--- src/rtl/txn_pkg.sv ---
package txn_pkg;
  localparam int CODE_W   = 8;
  localparam int CAUSE_W  = 3;
  localparam int STATUS_W = 1 + CAUSE_W + CODE_W;

  typedef enum logic [2:0] {
    OP_BEGIN   = 3'd0,
    OP_END     = 3'd1,
    OP_ABORT   = 3'd2,
    OP_ABORT_C = 3'd3,
    OP_SUSP    = 3'd4,
    OP_RESUME  = 3'd5,
    OP_CHECK   = 3'd6
  } txn_op_e;

  typedef enum logic [1:0] {
    ST_NT = 2'd0,
    ST_TX = 2'd1,
    ST_SP = 2'd2
  } txn_state_e;

  localparam logic [CAUSE_W-1:0] CS_CONFLICT  = 3'd1;
  localparam logic [CAUSE_W-1:0] CS_ABORT     = 3'd2;
  localparam logic [CAUSE_W-1:0] CS_FOOTPRINT = 3'd3;
  localparam logic [CAUSE_W-1:0] CS_NEST      = 3'd4;
  localparam logic [CAUSE_W-1:0] CS_NONWB     = 3'd5;
  localparam logic [CAUSE_W-1:0] CS_DISALLOW  = 3'd6;

  function automatic logic cause_persistent(logic [CAUSE_W-1:0] c);
    return (c == CS_FOOTPRINT) || (c == CS_NEST) || (c == CS_NONWB) || (c == CS_DISALLOW);
  endfunction
endpackage

--- src/rtl/txn_abort_eval.sv ---
module txn_abort_eval #(
  parameter int DATA_W = 32,
  parameter int IMM_W  = 16
) (
  input  logic [1:0]        sel_i,
  input  logic [DATA_W-1:0] a_i,
  input  logic [DATA_W-1:0] b_i,
  input  logic              use_imm_i,
  input  logic [IMM_W-1:0]  imm_i,
  output logic              hit_o
);
  logic [DATA_W-1:0] imm_ext;
  logic [DATA_W-1:0] rhs;

  assign imm_ext = DATA_W'($signed(imm_i));
  assign rhs     = use_imm_i ? imm_ext : b_i;

  always_comb begin
    unique case (sel_i)
      2'd0:    hit_o = (a_i == rhs);
      2'd1:    hit_o = (a_i != rhs);
      2'd2:    hit_o = ($signed(a_i) < $signed(rhs));
      default: hit_o = (a_i < rhs);
    endcase
  end
endmodule

--- src/rtl/txn_fail_rec.sv ---
module txn_fail_rec
  import txn_pkg::*;
#(
  parameter int PC_W = 32
) (
  input  logic                clk_i,
  input  logic                rst_ni,
  input  logic                rec_i,
  input  logic [CAUSE_W-1:0]  cause_i,
  input  logic [CODE_W-1:0]   code_i,
  input  logic [PC_W-1:0]     addr_i,
  output logic [STATUS_W-1:0] status_o,
  output logic [PC_W-1:0]     fail_addr_o
);
  logic [STATUS_W-1:0] status_q;
  logic [PC_W-1:0]     addr_q;

  always_ff @(posedge clk_i or negedge rst_ni) begin
    if (!rst_ni) begin
      status_q <= '0;
      addr_q   <= '0;
    end else if (rec_i) begin
      status_q <= {cause_persistent(cause_i), cause_i, code_i};
      addr_q   <= addr_i;
    end
  end

  assign status_o    = status_q;
  assign fail_addr_o = addr_q;

  assert_status_hold_R5: assert property (@(posedge clk_i) disable iff (!rst_ni)
    !rec_i |=> $stable(status_q));
endmodule

--- src/rtl/txn_core.sv ---
module txn_core
  import txn_pkg::*;
#(
  parameter int PC_W   = 32,
  parameter int NEST_W = 5
) (
  input  logic               clk_i,
  input  logic               rst_ni,
  input  logic               op_valid_i,
  input  logic [2:0]         op_i,
  input  logic [PC_W-1:0]    pc_i,
  input  logic [CODE_W-1:0]  abort_code_i,
  input  logic               cond_hit_i,
  input  logic               fail_valid_i,
  input  logic [CAUSE_W-1:0] fail_cause_i,
  input  logic [PC_W-1:0]    fail_pc_i,
  output logic               rec_o,
  output logic [CAUSE_W-1:0] rec_cause_o,
  output logic [CODE_W-1:0]  rec_code_o,
  output logic [PC_W-1:0]    rec_addr_o,
  output txn_state_e         state_o,
  output logic [NEST_W-1:0]  nest_o,
  output logic               rsp_valid_o,
  output logic               rsp_flag_o,
  output logic               redirect_valid_o,
  output logic [PC_W-1:0]    redirect_pc_o
);
  localparam logic [NEST_W-1:0] NEST_MAX = '1;
  localparam logic [NEST_W-1:0] NEST_ONE = NEST_W'(1);

  txn_state_e        state_q, state_d;
  logic [NEST_W-1:0] nest_q, nest_d;
  logic [PC_W-1:0]   hdlr_q, hdlr_d;
  logic              failed_q, failed_d;
  logic              redir_q, redir_d;
  logic              rsp_q, flag_q, flag_d;
  logic              in_tx, in_sp, can_fail;

  assign in_tx    = (state_q == ST_TX);
  assign in_sp    = (state_q == ST_SP);
  assign can_fail = in_tx || (in_sp && !failed_q);

  always_comb begin
    state_d     = state_q;
    nest_d      = nest_q;
    hdlr_d      = hdlr_q;
    failed_d    = failed_q;
    redir_d     = 1'b0;
    flag_d      = 1'b0;
    rec_o       = 1'b0;
    rec_cause_o = '0;
    rec_code_o  = '0;
    rec_addr_o  = pc_i;

    if (fail_valid_i && can_fail) begin
      // external event wins over any same-cycle operation
      rec_o       = 1'b1;
      rec_cause_o = fail_cause_i;
      rec_addr_o  = fail_pc_i;
    end else if (op_valid_i) begin
      unique case (txn_op_e'(op_i))
        OP_BEGIN: begin
          if (state_q == ST_NT) begin
            state_d = ST_TX;
            nest_d  = NEST_ONE;
            hdlr_d  = pc_i + PC_W'(4);
            flag_d  = 1'b1;
          end else if (in_tx) begin
            if (nest_q == NEST_MAX) begin
              rec_o       = 1'b1;
              rec_cause_o = CS_NEST;
            end else begin
              nest_d = nest_q + NEST_ONE;
              flag_d = 1'b1;
            end
          end
        end
        OP_END: begin
          if (state_q == ST_NT) begin
            flag_d = 1'b1;
          end else if (in_tx) begin
            nest_d = nest_q - NEST_ONE;
            if (nest_q == NEST_ONE) state_d = ST_NT;
          end
        end
        OP_ABORT, OP_ABORT_C: begin
          if (can_fail && (op_i == OP_ABORT || cond_hit_i)) begin
            rec_o       = 1'b1;
            rec_cause_o = CS_ABORT;
            rec_code_o  = abort_code_i;
            flag_d      = 1'b1;
          end
        end
        OP_SUSP: begin
          if (in_tx) begin
            state_d = ST_SP;
            flag_d  = 1'b1;
          end
        end
        OP_RESUME: begin
          if (in_sp) begin
            flag_d = 1'b1;
            if (failed_q) begin
              state_d  = ST_NT;
              nest_d   = '0;
              failed_d = 1'b0;
              redir_d  = 1'b1;
            end else begin
              state_d = ST_TX;
            end
          end
        end
        OP_CHECK: flag_d = failed_q;
        default: ;
      endcase
    end

    if (rec_o) begin
      if (in_tx) begin
        state_d = ST_NT;
        nest_d  = '0;
        redir_d = 1'b1;
      end else begin
        failed_d = 1'b1;
      end
    end
  end

  always_ff @(posedge clk_i or negedge rst_ni) begin
    if (!rst_ni) begin
      state_q  <= ST_NT;
      nest_q   <= '0;
      hdlr_q   <= '0;
      failed_q <= 1'b0;
      redir_q  <= 1'b0;
      rsp_q    <= 1'b0;
      flag_q   <= 1'b0;
    end else begin
      state_q  <= state_d;
      nest_q   <= nest_d;
      hdlr_q   <= hdlr_d;
      failed_q <= failed_d;
      redir_q  <= redir_d;
      rsp_q    <= op_valid_i;
      flag_q   <= flag_d;
    end
  end

  assign state_o          = state_q;
  assign nest_o           = nest_q;
  assign rsp_valid_o      = rsp_q;
  assign rsp_flag_o       = flag_q;
  assign redirect_valid_o = redir_q;
  assign redirect_pc_o    = hdlr_q;

  assert_idle_nest_R3: assert property (@(posedge clk_i) disable iff (!rst_ni)
    (state_q == ST_NT) |-> (nest_q == '0));
  assert_no_redirect_idle_R4: assert property (@(posedge clk_i) disable iff (!rst_ni)
    (state_q == ST_NT) |=> !redir_q);
  assert_susp_entry_R9: assert property (@(posedge clk_i) disable iff (!rst_ni)
    (state_q != ST_SP && !(op_valid_i && op_i == OP_SUSP)) |=> (state_q != ST_SP));
  assert_pending_only_susp_R10: assert property (@(posedge clk_i) disable iff (!rst_ni)
    failed_q |-> (state_q == ST_SP));
  assert_rsp_follows_R13: assert property (@(posedge clk_i) disable iff (!rst_ni)
    op_valid_i |=> rsp_q);
endmodule

--- src/rtl/txn_state_ctrl.sv ---
module txn_state_ctrl
  import txn_pkg::*;
#(
  parameter int PC_W   = 32,
  parameter int DATA_W = 32,
  parameter int IMM_W  = 16,
  parameter int NEST_W = 5
) (
  input  logic                clk_i,
  input  logic                rst_ni,
  input  logic                op_valid_i,
  input  logic [2:0]          op_i,
  input  logic [PC_W-1:0]     pc_i,
  input  logic [CODE_W-1:0]   abort_code_i,
  input  logic [1:0]          cmp_sel_i,
  input  logic [DATA_W-1:0]   cmp_a_i,
  input  logic [DATA_W-1:0]   cmp_b_i,
  input  logic                use_imm_i,
  input  logic [IMM_W-1:0]    imm_i,
  input  logic                fail_valid_i,
  input  logic [CAUSE_W-1:0]  fail_cause_i,
  input  logic [PC_W-1:0]     fail_pc_i,
  output logic [1:0]          state_o,
  output logic [NEST_W-1:0]   nest_o,
  output logic                rsp_valid_o,
  output logic                rsp_flag_o,
  output logic                redirect_valid_o,
  output logic [PC_W-1:0]     redirect_pc_o,
  output logic [STATUS_W-1:0] status_o,
  output logic [PC_W-1:0]     fail_addr_o
);
  logic               cond_hit;
  logic               rec;
  logic [CAUSE_W-1:0] rec_cause;
  logic [CODE_W-1:0]  rec_code;
  logic [PC_W-1:0]    rec_addr;
  txn_state_e         state;

  txn_abort_eval #(.DATA_W(DATA_W), .IMM_W(IMM_W)) u_eval (
    .sel_i     (cmp_sel_i),
    .a_i       (cmp_a_i),
    .b_i       (cmp_b_i),
    .use_imm_i (use_imm_i),
    .imm_i     (imm_i),
    .hit_o     (cond_hit)
  );

  txn_core #(.PC_W(PC_W), .NEST_W(NEST_W)) u_core (
    .clk_i            (clk_i),
    .rst_ni           (rst_ni),
    .op_valid_i       (op_valid_i),
    .op_i             (op_i),
    .pc_i             (pc_i),
    .abort_code_i     (abort_code_i),
    .cond_hit_i       (cond_hit),
    .fail_valid_i     (fail_valid_i),
    .fail_cause_i     (fail_cause_i),
    .fail_pc_i        (fail_pc_i),
    .rec_o            (rec),
    .rec_cause_o      (rec_cause),
    .rec_code_o       (rec_code),
    .rec_addr_o       (rec_addr),
    .state_o          (state),
    .nest_o           (nest_o),
    .rsp_valid_o      (rsp_valid_o),
    .rsp_flag_o       (rsp_flag_o),
    .redirect_valid_o (redirect_valid_o),
    .redirect_pc_o    (redirect_pc_o)
  );

  txn_fail_rec #(.PC_W(PC_W)) u_rec (
    .clk_i       (clk_i),
    .rst_ni      (rst_ni),
    .rec_i       (rec),
    .cause_i     (rec_cause),
    .code_i      (rec_code),
    .addr_i      (rec_addr),
    .status_o    (status_o),
    .fail_addr_o (fail_addr_o)
  );

  assign state_o = state;
endmodule

--- config.mk ---
export PLATFORM = sky130hd
export DESIGN_NAME = txn_state_ctrl
export DESIGN_NICKNAME = d
export VERILOG_FILES = /design/src/rtl/txn_pkg.sv /design/src/rtl/txn_abort_eval.sv /design/src/rtl/txn_fail_rec.sv /design/src/rtl/txn_core.sv /design/src/rtl/txn_state_ctrl.sv
export SDC_FILE = /design/constraint.sdc
export NUM_CORES = 1
export LEC_CHECK = 0
export ABC_AREA = 0
export BUFFER_PORTS_ARGS = -buffer_cell sky130_fd_sc_hd__clkbuf_2
export CELL_PAD_IN_SITES_DETAIL_PLACEMENT = 1
export CELL_PAD_IN_SITES_GLOBAL_PLACEMENT = 1
export CORE_MARGIN = 2
export CORE_UTILIZATION = 31
export CTS_CLUSTER_SIZE = 16
export DETAILED_ROUTE_END_ITERATION = 10
export PLACE_DENSITY_LB_ADDON = 0.1
export SETUP_SLACK_MARGIN = 0.3
export SLEW_MARGIN = 10
export SYNTH_ARGS = -nofsm -noshare
export SYNTH_HDL_FRONTEND = slang
export SYNTH_SLANG_ARGS = --single-unit
export TNS_END_PERCENT = 100
--- constraint.sdc ---
create_clock -name clk_i -period 2.05 [get_ports clk_i]
set_input_delay 0.615 -clock clk_i [delete_from_list [all_inputs] [get_ports clk_i]]
set_output_delay 0.615 -clock clk_i [all_outputs]
set_load 0.01 [all_outputs]
; ---- Word level (Yosys, flattened, before mapping)
; Index checks and enable logic that the tools add are counted.
[totals]
in_bits = 165
ff_bits = 87
wordCells = 114
out_inout_bits = 86
[classes]
n_reduce_logical = 14
order_cmp = 2
n_addsub = 3
mux = 67
eq_ne = 18
bitwise_logic = 1
[ops]
columns = op, count
row1 = $lt 32x32->1, 2
row2 = $mux 32, 2
row3 = $mux 5, 11
row4 = $add 32x3->32 const B, 1
row5 = $eq 32x32->1, 1
row6 = $mux 8, 4
row7 = $ne 32x32->1, 1
row8 = $mux 1, 28
row9 = $mux 2, 11
row10 = $eq 3x3->1 const B, 6
row11 = $mux 3, 5
row12 = $pmux 5 s3, 1
row13 = $eq 3x2->1 const B, 3
row14 = $pmux 2 s4, 1
row15 = $pmux 1 s6, 1
row16 = $pmux 3 s2, 1
row17 = $add 5x1->5 const B, 1
row18 = $eq 5x1->1 const B, 1
row19 = $eq 5x5->1 const B, 1
row20 = $logic_or 1x1->1, 5
row21 = $sub 5x1->5 const B, 1
row22 = $eq 2x1->1 const B, 2
row23 = $eq 2x2->1 const B, 2
row24 = $logic_not 2->1, 2
row25 = other kinds (9), 11

; ---- Longest topological paths before layout
[logic_depth]
ltp_word = 13
mapped_depth = 15
mapped_depth_nobuf = 10

; ---- By module
; Synthesis repeated with hierarchy kept, for this count alone.
[unflattened]
cells_unflattened = 666
hier_area_um2 = 6115.9
[by_module_without_submodules]
columns = module, seq_area_each_um2, area_per_inst_um2, cells_each, instances
row1 = txn_core, 1076.0, 3253.1, 442, 1
row2 = txn_fail_rec, 1101.1, 1846.8, 96, 1
row3 = txn_abort_eval, 0.0, 1016.0, 128, 1

; ---- Worst setup path before layout
; Ideal clock, no wire load.
[synth_timing]
path_type = input port to flip-flop
startpoint = input port use_imm_i
endpoint = register u_core.redir_q (netlist: u_core.redirect_valid_o)
setup_time_ns = 0.122
setup_slack_ns = -1.837
stages = 15
arrival_ns = 3.764
path_buffers = 5
required_ns = 1.928
cell_sequence = clkbuf_1 -> and2_1 -> clkbuf_1 -> clkbuf_1 -> a21oi_1 -> ha_1 -> nand4_2 -> nor4_4 -> a31oi_1 -> o211a_1 -> a211oi_4 -> o21ai_2 -> buf_6 -> buf_6 -> o2bb2ai_1
[synth_between]
elab_chain_cells = 10
elab_cells_between_ends = 13
classes_between = order compare (2) / eq/ne (2) / mux (7) / reduce/logical (2)
[synth_rtl]
columns = element, line
row1 = "start, declared", txn_state_ctrl.sv:18  ; input logic use_imm_i,
row2 = $mux 32 *, txn_abort_eval.sv:16  ; assign rhs = use_imm_i ? imm_ext : b_i;
row3 = "$lt 32x32->1, or another cell as far along", txn_abort_eval.sv:23  ; default: hit_o = (a_i < rhs);
row4 = $pmux 1 s3 *, txn_abort_eval.sv:19  ; unique case (sel_i)
row5 = $logic_or 1x1->1 *, txn_core.sv:87  ; if (can_fail && (op_i == OP_ABORT || cond_hit_i)) begin
row6 = $logic_and 1x1->1 *, txn_core.sv:87
row7 = $mux 1 *, txn_core.sv:87
row8 = $pmux 1 s2 *, txn_core.sv:61  ; unique case (txn_op_e'(op_i))
row9 = $mux 1 *, txn_core.sv:60  ; end else if (op_valid_i) begin
row10 = $mux 1 *, txn_core.sv:55  ; if (fail_valid_i && can_fail) begin
row11 = $mux 1 *, txn_core.sv:118  ; if (rec_o) begin
row12 = named net u_core.redir_d, txn_core.sv:35  ; logic redir_q, redir_d;
row13 = "end signal, assigned", txn_core.sv:143  ; redir_q <= redir_d;
row14 = "end, declared", txn_core.sv:35
; Mark *: on every way through the listed nets, which the timed path passes. The rest lies on a longest branch.
; A chain may end at the register's enable or synchronous reset.

; ---- Worst setup path after layout
[layout_timing]
startpoint = input port use_imm_i
endpoint = register u_rec.addr_q[1] (netlist: u_rec.fail_addr_o[1])
[layout_between]
elab_chain_cells = 9
elab_cells_between_ends = 12
classes_between = order compare (2) / eq/ne (2) / mux (6) / reduce/logical (2)
[layout_rtl]
columns = element, line
row1 = $mux 32 *, txn_abort_eval.sv:16
row2 = "$lt 32x32->1, or another cell as far along", txn_abort_eval.sv:23
row3 = $pmux 1 s3 *, txn_abort_eval.sv:19
row4 = $logic_or 1x1->1 *, txn_core.sv:87
row5 = $logic_and 1x1->1 *, txn_core.sv:87
row6 = $mux 1 *, txn_core.sv:87
row7 = $pmux 1 s2 *, txn_core.sv:61
row8 = $mux 1 *, txn_core.sv:60
row9 = $mux 1 *, txn_core.sv:55
row10 = "end signal, assigned", txn_fail_rec.sv:24  ; addr_q <= addr_i;
row11 = "end, declared", txn_fail_rec.sv:16  ; logic [PC_W-1:0] addr_q;
; Mark *: on every way between the ends. The rest lies on a longest branch, timed or not.

==> impl.org <==
** Status
- Status :: finished with violations
- The final reports fail on setup timing.

** STA
- On the final layout, the worst hold slack is 0.209 ns.
- The hold violation total from the final report was 0.
- The worst pin sits at a relative slew slack of 70.0%.
- Number of failing setup endpoints in the final timing report :: 53
- Worst-case clock skew :: 0.00658 ns
- Fmax :: 334 MHz
- Period minus WS final :: 2.99 ns
- For the pin with the worst max-slew slack, the measured transition is 0.450 ns.
- Setup repair after global routing missed its margin :: true
- Smallest setup slack after layout :: -0.940 ns
- The worst path uses 146% of the clock period.
- Final Max Tran Viols :: 0

** Synthesis
- Sorting the synthesized cells by area gives the leading types as sky130_fd_sc_hd__dfrtp_1 (38%), sky130_fd_sc_hd__mux2i_1 (8.2%), sky130_fd_sc_hd__ha_1 (7.9%), sky130_fd_sc_hd__a21oi_1 (4.5%), sky130_fd_sc_hd__o21ai_0 (4.2%).
- Primary flip-flop cell chosen by synthesis mapping :: sky130_fd_sc_hd__dfrtp_1
- The synthesized design devotes to its leading area cell type 38.2% of total area.
- Synthesis produced a netlist whose cell count is 630.
- For this run, the number of Yosys warnings is 0.
- Share of synthesized cell area in and, or, nand and nor gates :: 16.6%
- Counting flops with a built-in enable in the synthesized netlist gives 0.
- Ys async rst share :: 100%
- The synthesized netlist devotes 7.89% of its cell area to adder and majority cells.
- Post-Synthesis Mean Instance Area :: 9.06 um^2
- Yosys instantiated no cell more often than sky130_fd_sc_hd__dfrtp_1.
- For this run, the register share of the synthesized area comes to 38.2%.
- Biggest area consumer among synthesized cells :: sky130_fd_sc_hd__dfrtp_1
- Summing the areas of all xor and xnor instances in the mapped netlist gives 4.61% of the synthesized area.
- Count of distinct cell types in the synthesized netlist :: 59
- After synthesis, the largest family of logic cells by area is compound AO/OA/AOI/OAI gates.
- In the synthesized netlist, mux cells make up 9.04% of the area.
- Flip-flop and latch count after synthesis :: 87
- Compound-cell area share of the yosys netlist :: 20.0%
- By count the netlist is led by sky130_fd_sc_hd__dfrtp_1 (87), sky130_fd_sc_hd__nor2_1 (58), sky130_fd_sc_hd__nand2_1 (56).
- In this run the cell area of the synthesized design comes to 5710 um^2.
- The number of nets in the synthesized netlist is 831.

** Placed design
- Half-perimeter wire length after placement :: 17,400 um
- Count of input and output buffers :: 250
- Prior to clock tree synthesis, the placed netlist has a worst setup slack of -1.31 ns.
- Number of instances in the placed design :: 1,149
- Placer congestion estimate :: 0.828
- In this run the cell area measured after placement is 7960 um^2.

** Pwr
- Peak supply drop :: 439 uV
- For this design the ratio of total power to cell area is 805 nW/um^2.
- Standby leakage power :: 4.44 nW

** Clocking
- Number of buffers created by CTS :: 9
- The clock passes through at most 2 buffers.
- Clock root buffer master :: sky130_fd_sc_hd__clkbuf_16
- Clock-pin slew was measured on the worst setup and hold paths at 0.07 ns.
- CTS tree :: yes
- At the later pin of the worst-skew pair, clock insertion delay measures 0.35 ns.
- Buffers inserted to repair hold after CTS numbered 0.
- The clock tree synthesis step divided the H-tree into 3 levels.
- Sinks on Clock Net :: 87

** Cells and area
- Antenna diodes :: 0
- Summing all non-filler instances in the final layout gives an area of 9090 um^2.
- The post-route netlist has 49.9% of its cells at a drive strength greater than 1.
- Final core utilization :: 50.4%
- Layout area overhead :: 59.3%
- Count of non-filler cells in the finished layout :: 1,192
- For this run, the post-layout net count is 1,159.

** GRT
- Gr ovfl total :: 0
- Overall global routing resource usage :: 23.2%
- Entering global routing, the biggest net connects 62 pins.
- Initial antenna violation count :: 0
- The first global-routing pass estimated 36,300 um of wire.
- The via count of the first global-routing pass was 6,810.

** Hold path
- The min-delay analysis places its worst path in the category primary input to asynchronous set/reset pin.

** Floorplanning
- Number of top-level pins :: 251
- Measured along the x axis, the die boundary spans 140 um.
- Floorplan die area :: 19,500 um^2
- The die is 140 um tall.
- Once the floorplan was initialized, standard cells occupied 31.7% of the core.
- The total area inside the core boundary comes to 18,000 um^2.
- Number of standard-cell rows in the floorplan :: 49

** Detailed routing
- Final WL :: 22,800 um
- Wire length per cell :: 19.1 um
- DRC violations left :: 0
- The routed layout has 6,276 vias.
- The pre-antenna-repair detailed-routing pass consisted of 4 iterations.
- Antenna-violating nets left :: 0
- The first routing iteration left 208 violations.
- In the routed layout, each cell is associated on average with a via count of 5.27.

** Job
- Reported max-cap violation count :: 0

** Setup path
- The signal on the critical path passes through clkbuf_16 > and2_2 > a21oi_1 > ha_1 > nand4_1 > nor4_4 > a31oi_2 > o211a_1 > buf_4 > a211o_4 > nand2_8 > clkbuf_16 > a22oi_2.
- Critical path peak fanout :: 8
- For this run, the slowest stage of the critical path takes 0.38 ns.
- By instance count, the cell type seen most on the critical path is sky130_fd_sc_hd__clkbuf_16.
- The number of buffers and inverters on the critical path is 3.
- The worst setup path is of the primary input to register kind.
- Data on the critical path arrives at its endpoint at 3.21 ns.
- Crit path required time :: 2.27 ns
- STA classifies the critical path startpoint as a primary input.
- On the critical path, the stage with the largest delay is an instance of sky130_fd_sc_hd__nor4_4.
- The kind of cell with the highest combined delay along the critical path is simple AND/OR/NAND/NOR gates.
- Worst setup EP type :: register
## power breakdown
group / switching, W / internal (W)
Clock: 0.000723 / 0.00111
Sequential: 0.000339 / 0.00226
Combinational: 0.00157 / 0.00132
Total: 0.00263 / 0.00468
## metal layers
layer / global-route usage, % / vias up / part of all wire, %
li1: - / 2958 / -
met1: 27.9 / 3116 / 42
met2: 41.8 / 170 / 51
met3: 4.82 / 32 / 5.2
met4: 6.84 / 0 / 2.1
met5: 0 / - / 0
## cells by family after synthesis
family,after synthesis
compound gates,178
xor+xnor,30
fa+ha+maj,36
buf+inv,51
flops,87
mux,51
simple gates,197
## state kept, by name (all words and copies together) (netlist names)
register and count:
u_core.redirect_valid_o 1, u_core.rsp_flag_o 1, u_core.state_o 2, u_core.failed_q 1, u_rec.fail_addr_o 32, u_rec.status_o 12, u_core.nest_o 5, u_core.redirect_pc_o 32
u_core.rsp_valid_o 1
## repair_timing
action	CTS	global route
resized for setup	75	46
pin swaps	39	31
gates cloned	4	2
buffers inserted	8	13
setup endpoints to repair	62	65
## final cells by class
class                           instances  area [um^2]
Sequential cell                        87         2180
Clock inverter                          6         91.3
Clock buffer                           10          239
Inverter                               12         45.0
Multi-Input combinational cell        493         3820
Fill cell                            2137         8940
Timing Repair Buffer                  355         2420
Tap cell                              229          287
## final timing paths
kind | start | end | slack, ns | depth (start not counted)
worst max register to register | u_core.state_o[0] | u_rec.fail_addr_o[1] | -0.01 | 7
worst max-delay path | use_imm_i | u_rec.fail_addr_o[1] | -0.94 | 13
min in group clk_i | u_core.redirect_pc_o[20] | u_core.redirect_pc_o[20] | 0.48 | 2
worst min register to register | u_core.redirect_pc_o[20] | u_core.redirect_pc_o[20] | 0.48 | 2
worst min-delay path | rst_ni | u_core.rsp_flag_o | 0.21 | 1
max in group asynchronous | rst_ni | u_rec.fail_addr_o[4] | 1.27 | 2
## metrics by stage
stage	TNS, ns	total power, W
after CTS	-47.18	0.00730
after global placement	-62.96	0.00512
after detailed placement	-66.95	0.00523
final	-47.00	0.00732
after global routing	-56.06	0.00778
after floorplan	-61.23	0.00386
## cells in the final DEF (no fill, tap or decap), types with 19 or more instances in the layout
cell	n
sky130_fd_sc_hd__nand4_1	19
sky130_fd_sc_hd__o21ai_0	37
sky130_fd_sc_hd__nand2_1	52
sky130_fd_sc_hd__ha_1	34
sky130_fd_sc_hd__a22oi_2	33
sky130_fd_sc_hd__nor2_1	52
sky130_fd_sc_hd__buf_4	82
sky130_fd_sc_hd__a21oi_1	39
sky130_fd_sc_hd__clkbuf_2	237
sky130_fd_sc_hd__mux2i_1	46
sky130_fd_sc_hd__dfrtp_1	85
No activity file was read; power rests on OpenSTA's default activity.
